===== config.mk =====
export PLATFORM = sky130hd
export DESIGN_NAME = bit_test_unit
export DESIGN_NICKNAME = d
export VERILOG_FILES = /design/src/rtl/bit_test_pkg.sv /design/src/rtl/bit_test_ctrl.sv /design/src/rtl/bit_test_datapath.sv /design/src/rtl/bit_test_unit.sv
export SDC_FILE = /design/constraint.sdc
export NUM_CORES = 1
export LEC_CHECK = 0
export BUFFER_PORTS_ARGS = -buffer_cell sky130_fd_sc_hd__buf_2
export CAP_MARGIN = 20
export CORE_ASPECT_RATIO = 1.25
export CORE_MARGIN = 3
export CORE_UTILIZATION = 59
export CTS_CLUSTER_SIZE = 40
export DETAILED_ROUTE_END_ITERATION = 7
export GPL_TIMING_DRIVEN = 0
export PLACE_DENSITY_LB_ADDON = 0.25
export SLEW_MARGIN = 20
export SYNTH_ARGS = -nofsm -noshare
export SYNTH_HDL_FRONTEND = slang
export SYNTH_SLANG_ARGS = --single-unit

===== constraint.sdc =====
create_clock -name clk -period 1.2 [get_ports clk]
set_input_delay 0.18 -clock clk [delete_from_list [all_inputs] [get_ports clk]]
set_output_delay 0.18 -clock clk [all_outputs]
set_load 0.02 [all_outputs]

===== src/rtl/bit_test_pkg.sv =====
package bit_test_pkg;

  typedef enum logic [1:0] {
    OP_TEST  = 2'b00,
    OP_FLIP  = 2'b01,
    OP_CLEAR = 2'b10,
    OP_SET   = 2'b11
  } bitOpE;

  typedef enum logic [1:0] {
    SZ_RSV = 2'b00,
    SZ_16  = 2'b01,
    SZ_32  = 2'b10,
    SZ_64  = 2'b11
  } opSizeE;

  // number of supported operand widths and the narrowest one
  localparam int NUM_WIDTHS = 3;
  localparam int MIN_WIDTH  = 16;
  localparam int MAX_WIDTH  = MIN_WIDTH << (NUM_WIDTHS - 1);

  // strobes from control to datapath
  typedef struct packed {
    logic                  load;
    logic                  useXor;
    logic                  useAnd;
    logic                  useOr;
    logic [NUM_WIDTHS-1:0] widthSel;
    logic [1:0]            addrShift;
  } ctrlStrobeT;

endpackage


===== src/rtl/bit_test_ctrl.sv =====
module bit_test_ctrl
  import bit_test_pkg::*;
(
  input  logic       clk,
  input  logic       rstN,
  input  logic       inValid,
  input  logic [1:0] inOp,
  input  logic [1:0] inSize,
  output ctrlStrobeT strobe,
  output logic       outValid,
  output logic       outWrEn
);

  bitOpE  opCode;
  opSizeE sizeCode;
  logic   modifies;

  assign opCode   = bitOpE'(inOp);
  assign sizeCode = opSizeE'(inSize);
  assign modifies = (opCode != OP_TEST);

  always_comb begin
    strobe          = '0;
    strobe.load     = inValid;
    strobe.useXor   = (opCode == OP_FLIP);
    strobe.useAnd   = (opCode == OP_CLEAR);
    strobe.useOr    = (opCode == OP_SET);
    unique case (sizeCode)
      SZ_32: begin
        strobe.widthSel  = 3'b010;
        strobe.addrShift = 2'd2;
      end
      SZ_64: begin
        strobe.widthSel  = 3'b100;
        strobe.addrShift = 2'd3;
      end
      default: begin
        strobe.widthSel  = 3'b001;
        strobe.addrShift = 2'd1;
      end
    endcase
  end

  always_ff @(posedge clk or negedge rstN) begin
    if (!rstN) begin
      outValid <= 1'b0;
      outWrEn  <= 1'b0;
    end else begin
      outValid <= inValid;
      outWrEn  <= inValid && modifies;
    end
  end

endmodule


===== src/rtl/bit_test_datapath.sv =====
module bit_test_datapath
  import bit_test_pkg::*;
#(
  parameter int DATA_W = MAX_WIDTH,
  parameter int ADDR_W = 64
) (
  input  logic              clk,
  input  logic              rstN,
  input  ctrlStrobeT        strobe,
  input  logic [DATA_W-1:0] inOperand,
  input  logic [DATA_W-1:0] inIndex,
  input  logic [ADDR_W-1:0] inBase,
  output logic [DATA_W-1:0] outResult,
  output logic              outCarry,
  output logic [ADDR_W-1:0] outAddr
);

  logic [DATA_W-1:0]     resultG [NUM_WIDTHS];
  logic [NUM_WIDTHS-1:0] carryG;
  logic [DATA_W-1:0]     nextResult;
  logic                  nextCarry;
  logic [ADDR_W-1:0]     nextAddr;

  // one mask-and-apply lane per operand width
  for (genvar g = 0; g < NUM_WIDTHS; g++) begin : gLane
    localparam int W  = MIN_WIDTH << g;
    localparam int KW = $clog2(W);

    logic [W-1:0]   word;
    logic [W-1:0]   seed;
    logic [2*W-1:0] doubled;
    logic [W-1:0]   mask;
    logic [W-1:0]   modified;
    logic [KW-1:0]  pos;

    assign word    = inOperand[W-1:0];
    assign pos     = inIndex[KW-1:0];
    assign seed    = strobe.useAnd ? ~W'(1) : W'(1);
    assign doubled = {seed, seed} << pos;
    assign mask    = doubled[2*W-1:W];

    always_comb begin
      if (strobe.useXor)      modified = word ^ mask;
      else if (strobe.useAnd) modified = word & mask;
      else if (strobe.useOr)  modified = word | mask;
      else                    modified = word;
    end

    assign carryG[g]  = word[pos];
    assign resultG[g] = DATA_W'(modified);
  end

  always_comb begin
    nextResult = '0;
    nextCarry  = 1'b0;
    for (int g = 0; g < NUM_WIDTHS; g++) begin
      if (strobe.widthSel[g]) begin
        nextResult = resultG[g];
        nextCarry  = carryG[g];
      end
    end
  end

  // signed bit offset to word address
  logic signed [DATA_W-1:0] offsetS;
  logic signed [DATA_W-1:0] wordOffset;

  assign offsetS    = $signed(inIndex);
  assign wordOffset = offsetS >>> strobe.addrShift;
  assign nextAddr   = inBase + ADDR_W'(wordOffset);

  always_ff @(posedge clk or negedge rstN) begin
    if (!rstN) begin
      outResult <= '0;
      outCarry  <= 1'b0;
      outAddr   <= '0;
    end else if (strobe.load) begin
      outResult <= nextResult;
      outCarry  <= nextCarry;
      outAddr   <= nextAddr;
    end
  end

endmodule


===== src/rtl/bit_test_unit.sv =====
module bit_test_unit
  import bit_test_pkg::*;
#(
  parameter int DATA_W = MAX_WIDTH,
  parameter int ADDR_W = 64
) (
  input  logic              clk,
  input  logic              rstN,
  input  logic              inValid,
  input  logic [1:0]        inOp,
  input  logic [1:0]        inSize,
  input  logic [DATA_W-1:0] inOperand,
  input  logic [DATA_W-1:0] inIndex,
  input  logic [ADDR_W-1:0] inBase,
  output logic              outValid,
  output logic [DATA_W-1:0] outResult,
  output logic              outCarry,
  output logic              outWrEn,
  output logic [ADDR_W-1:0] outAddr
);

  ctrlStrobeT strobe;

  bit_test_ctrl u_ctrl (
    .clk     (clk),
    .rstN    (rstN),
    .inValid (inValid),
    .inOp    (inOp),
    .inSize  (inSize),
    .strobe  (strobe),
    .outValid(outValid),
    .outWrEn (outWrEn)
  );

  bit_test_datapath #(
    .DATA_W(DATA_W),
    .ADDR_W(ADDR_W)
  ) u_dp (
    .clk      (clk),
    .rstN     (rstN),
    .strobe   (strobe),
    .inOperand(inOperand),
    .inIndex  (inIndex),
    .inBase   (inBase),
    .outResult(outResult),
    .outCarry (outCarry),
    .outAddr  (outAddr)
  );

endmodule


==> results of run 1 <==
-- cells by family after synthesis --
kind of cell / share of synthesized area (%)
AO/OA/AOI/OAI: 23.1
XOR/XNOR: 3.40
adder cells (fa/ha/maj): 20.4
buffers and inverters: 8.62
flip-flops: 18.2
multiplexers: 16.4
AND/OR/NAND/NOR: 9.93
-- what timing repair did --
item / CTS
endpoints found under the setup margin: 140
gates resized for setup: 386
hold buffers: 2
hold endpoints to repair: 50
cloned: 3
buffers inserted: 179
pin swaps: 194
-- stage by stage --
step,utilization (%),cells
4_1_cts,84.9,3100
3_5_place_dp,71.9,2889
3_3_place_gp,71.8,2888
2_1_floorplan,-,2169
-- synth_stat cells (25+ instances only) --
master    instances
mux2i_1          92
xnor2_1          48
nor2b_1          25
mux2_2           59
dfrtp_1         131
a21o_1           49
o21ai_0         100
inv_1           255
mux4_2           60
a22o_1           32
a21oi_1         259
o21a_1           57
ha_1            293
nand2_1         113
o22ai_1          36
nor2_1          158
clkbuf_1        109
-- per-layer routing --
layer	overflow	GRT usage, %
met3	22	77.2
met4	260	95.7
met5	2	35.3
met2	438	102
met1	16	83.6
==> results.txt, run 1 <==
The flow did not finish. It got as far as global routing and failed there. The first error in the log reads "[ERROR GRT-0232] Routing congestion too high. Check the congestion heatmap in the GUI". The tools report the effective utilization at floorplan as 60.8%.

Top flip-flop cell by instance count after synthesis: dfrtp_1. Counting flops and latches in the post-synthesis netlist gives 131. The die is 202 microns tall.

In the synthesized netlist the async set-or-reset flop fraction comes to 100%. The number of port buffers is 323. Clock tree synthesis found a total of 131 sinks.

The clock passes through at most 2 buffers. The run gives 21300 sq um as the area after detailed placement. By area the synthesized netlist is led by ha_1 20%, dfrtp_1 18%, mux4_2 7.5%, a21oi_1 7.2%, inv_1 5.3%. In the synthesized netlist, the number of instances is 2169.

After the last repair the worst path ends at a register data pin. The TritonCTS buffer count is 17, and the overall overflow remaining after global route is 738. Library cell used as clock root buffer: clkbuf_16. Timing analysis after detailed placement gives a worst setup slack of -2.93 ns. The floorplan has 70 rows. When the last timing repair stopped, the worst path ended at u_dp.outAddr[59]$_DFFE_PN0P_/D.

The area of the mapped netlist is 18000 sq um. For this run, the total global-route usage over all layers was measured as 88.0%. For the Yosys warning count, the log shows 0. ha_1 takes more of the synthesized area than any other cell.

The maximum level of the CTS H-tree was 4; the number of library cell types mapped by synthesis was 73. Sequential elements use 18.2% of the synthesized area. The I/O pin count came out at 330. The number of nets handed over by synthesis was 2662.

The area share of the largest cell type after synthesis is 20.3%, and the x dimension of the die is 162 microns. The average size of a mapped cell is 8.32 sq um. The number of flops mapped to enable cells by yosys was 0. The tools report the routability congestion estimate as 0.982. Entering global routing, the biggest net connects 83 pins.

The wire-length estimate of the detail-placed layout is 51400 microns.
==> run 2, diff against run 1 <==
--- a/config.mk
+++ b/config.mk
@@ -7,13 +7,11 @@
 export LEC_CHECK = 0
 export BUFFER_PORTS_ARGS = -buffer_cell sky130_fd_sc_hd__buf_2
 export CAP_MARGIN = 20
-export CORE_ASPECT_RATIO = 1.25
 export CORE_MARGIN = 3
-export CORE_UTILIZATION = 59
-export CTS_CLUSTER_SIZE = 40
+export CORE_UTILIZATION = 40
 export DETAILED_ROUTE_END_ITERATION = 7
 export GPL_TIMING_DRIVEN = 0
-export PLACE_DENSITY_LB_ADDON = 0.25
+export PLACE_DENSITY_LB_ADDON = 0.15
 export SLEW_MARGIN = 20
 export SYNTH_ARGS = -nofsm -noshare
 export SYNTH_HDL_FRONTEND = slang
==> run 2 against run 1 <==
The flow now finishes, with violations (setup timing). Area after synthesis stayed put. Synthesized cell count unchanged.
==> results.txt, run 2 <==
At the pin with the least slew margin, the transition time is 0.978 ns. For this run, design rule violations remaining after detail routing come to 0. The xor-xnor portion of the synthesized cell area was 3.40% (unchanged). Across the run, the number of max-cap violations was 0. The post-DP HPWL was 58000 microns (+13%); the switching power was 11.9 mW. The number of port buffers works out to 323 (unchanged).

Setup repair after global routing could not meet its margin everywhere. The core outline area is 44400 sq um, and the share of synthesized area occupied by flip-flops and latches is 18.2% (unchanged). The number of flops mapped to enable cells by yosys is 0 (unchanged). The checks that failed: setup timing.

The average size of a mapped cell came out at 8.32 sq um (unchanged). The run gives 0 as the count of final hold-check violations. For this design the static power due to leakage is 13.8 nW. At the end of the flow the core is filled with cells to 64.9%.

Number of storage elements in the synthesis netlist: 131 (unchanged). After layout, the worst path uses 270% of the clock period. Walking the worst path, the cells encountered are clkbuf_16 > clkbuf_16 > buf_12 > clkbuf_16 > buf_12 > nor2_4 > a21oi_2 > ha_1 > buf_6 > nand4_1 > nor4_4 > a22oi_2 > a311oi_4 > buf_6 > o311ai_4 > a21oi_2 > nor4b_2 > or4_1 > nand3_1. The area of the mapped netlist came out at 18000 sq um (unchanged). Setup violations remaining at the end of the flow were counted as 233.

The share of the synthesized area in compound gates (AO/OA/AOI/OAI) was 23.1% (unchanged); the maximum level of the CTS H-tree was 4 (unchanged). Number of instances in the synthesized netlist: 2169 (unchanged). The floorplan row count is 77 (+10%). The setup path with the least slack is of type in2reg. The area share of the largest cell type after synthesis is 20.3% (unchanged), and the final number of max-transition violations is 0.

The worst setup path is launched from an input port. The overall track demand over capacity in global routing was 32.8%; the part of the total power dissipated in combinational logic was 58.8%. For the highest clock frequency the design can meet, the log shows 309 MHz. The Yosys warning count is 0 (unchanged).

The finished layout holds 3448 standard cells, fillers aside. In the post-synthesis netlist, the biggest area contributors are ha_1 20%, dfrtp_1 18%, mux4_2 7.5%, a21oi_1 7.2%, inv_1 5.3%. The fraction of final layout cells with drive strength greater than 1 is 47.4%, and the delay contributed by the slowest stage of the critical path is 0.53 ns.

The buffer levels on the longest clock path was 2 (unchanged). The switching power as a share of total power was 41.3%; the number of DRC violations after detailed-routing iteration 0 was 1845. Dividing the detail-routed wire length by the instance count gives 24.0 microns. Overall overflow remaining after global route: 0. Share of flip-flops with an asynchronous set or reset after synthesis: 100% (unchanged).

Counting instances in the post-synthesis netlist gives the leading cell types as 293 x ha_1, 259 x a21oi_1, 255 x inv_1. The tools report the post-layout worst setup margin as -2.04 ns. The detailed-route vias per instance was 5.90; the area of the die was 47700 sq um. The clock sink count was 131 (unchanged).

The final wirelength was 82800 microns; the die height was 218 microns (+8.4%). The synthesized-area fraction occupied by and/or/nand/nor cells was 9.93% (unchanged). The run gives 0.933 mV as the worst vdd rail ir drop. The routability congestion estimate came out at 0.952 (-3.1%). TritonCTS built the clock tree.

The post-synthesis to final-layout area growth works out to 59.9%. For the via count, the log shows 20400. The slowest library cell on the worst path was or4_1. The top cell type by total area after synthesis was ha_1.

After clock tree synthesis, the clock-pin slew on the worst setup and hold paths is 0.06 ns. The worst setup path is captured at a flop. The length of the first detailed-routing pass in iterations was 7. For the portion of total power attributed to the clock network, the log shows 20.0%. The library cell with the highest instance count after synthesis is ha_1. Maximum number of pins on one net before global-route repair: 89. The min-delay analysis places its worst path in the category in2reg. In this run the worst path has a maximum fanout of 6. For the worst-case setup slack after placement, the log shows -2.96 ns (-0.0289 ns). The logs give 16.9 mW for the internal power and 28.8 mW for the overall power after layout.

In the final layout, the registers with the most flip-flops are u_dp.outAddr x64, u_dp.outResult x64. The number of library cell types mapped by synthesis came out at 73 (unchanged). For the effective utilization at floorplan, the log shows 40.6% (-20 points). The clock latency on the worst-skew pair was 0.50 ns. The via count of the first global-routing pass was 19500.

Among the stages of the critical path, the cell type that occurs most often is clkbuf_16. The adder and majority gate portion of the synthesized area is 20.4% (unchanged). The run gives 3331 as the post-layout net count. The tools report the data required time at the worst endpoint as 1.63 ns. The run finished, with violations left. The combinational family with the most area after synthesis was compound AO/OA/AOI/OAI gates. The tightest hold path in the finished design has a slack of 0.0677 ns. The detail route stage leaves a number of antenna-violating nets equal to 0. The fraction of synthesized area in multiplexers came out at 16.4% (unchanged). The worst pin sits at a relative slew slack of 34.8%.

The x dimension of the die works out to 218 microns (+34%). The wire length of the first global-routing pass came out at 118000 microns. The worst-case register-to-register setup slack was 0.10 ns; the initial antenna violation count was 10.

The TritonCTS buffer count came out at 17 (unchanged). Subtracting the final worst setup slack from the clock period gives 3.24 ns. The library cell used most frequently in the layout, excluding fill and tap cells, is buf_4. Top flip-flop cell by instance count after synthesis: dfrtp_1.

For this design the ratio of total power to cell area is 998 nW/um^2. The share of total power dissipated in sequential elements is 21.2%. The net count after synthesis was 2662 (unchanged); the I/O pin count was 330 (unchanged). The cell count after placement came out at 3085 (+6.8%).

Library cell used as clock root buffer: clkbuf_16. The top cell types in the final layout, fill and taps aside, are 251 x buf_4, 234 x ha_1, 207 x buf_6. The run gives 0 ns as the post-route clock skew.

At the worst endpoint, the arrival time is 3.67 ns.
[run 2: cell counts after synthesis]
No cell type changed its count.
[run 2: layout make-up]
cell class                      count  area (sq um)
Buffer                            145          1530
Multi-Input combinational cell   1635         16200
Clock inverter                     12           156
Tap cell                          592           741
Inverter                          256          1000
Antenna cell                        5          12.5
Timing Repair Buffer              652          5430
Fill cell                        3596         15600
Clock buffer                       20           457
Sequential cell                   131          3280
[run 2: routing by layer]
| layer | part of all wire [%] | vias up | GRT usage [%] |
|---|---|---|---|
| li1 | - | 9045 | - |
| met1 | 41 | 9961 | 44.2 |
| met2 | 44 | 1052 | 50.1 |
| met3 | 9.7 | 285 | 8.12 |
| met4 | 5.0 | 12 | 13.5 |
| met5 | 0.11 | - | 0 |
[run 2: final timing paths]
path | startpoint | to | cells past startpoint
min | inBase[0] | u_dp.outAddr[0] | 3
min in group asynchronous | rstN | u_dp.outResult[41] | 2
max | inSize[1] | u_dp.outAddr[63] | 19
min reg2reg | u_dp.outResult[23] | u_dp.outResult[23] | 1
max reg2reg | u_dp.outAddr[63] | u_dp.outAddr[63] | 3
max in group asynchronous | rstN | u_dp.outAddr[20] | 3
[run 2: worst max-delay path, delay by kind of cell]
kind	cells	cell delay [ns]
adder cells (fa/ha/maj)	1	0.34
buffers and inverters	7	1.05
AO/OA/AOI/OAI	5	0.80
AND/OR/NAND/NOR	6	1.25
[run 2: cells by family after synthesis]
| kind of cell | after synthesis |
|---|---|
| flops | 131 |
| simple gates | 396 |
| mux | 212 |
| fa+ha+maj | 294 |
| xor+xnor | 70 |
| buf+inv | 403 |
| compound gates | 663 |
[run 2: through the flow]
stage | area [sq um] | TNS, ns
finish | 28800 | -159.77
global placement | 21500 | -528.81
global route | 28800 | -172.10
CTS | 27300 | -145.15
floorplan | 19200 | -166.30
detailed placement | 21600 | -251.69
[run 2: power groups by stage]
stage	Sequential, mW	Clock, mW	Combinational [mW]
finish	6.11	5.76	16.9
global route	6.21	6.07	17.9
CTS	6.10	5.87	15.2
detailed placement	5.95	0	11.5
global placement	5.92	0	11.3
floorplan	7.03	0	6.50
[run 2: what timing repair did]
item | CTS | global route
setup buffers | 259 | 74
hold buffers | 2 | 0
endpoints found under the hold margin | 50 | 0
gates cloned | 4 | 0
resized for setup | 716 | 267
pin swaps | 184 | 176
endpoints found under the setup margin | 261 | 260
Note: power is estimated with default switching activity, not from simulation.
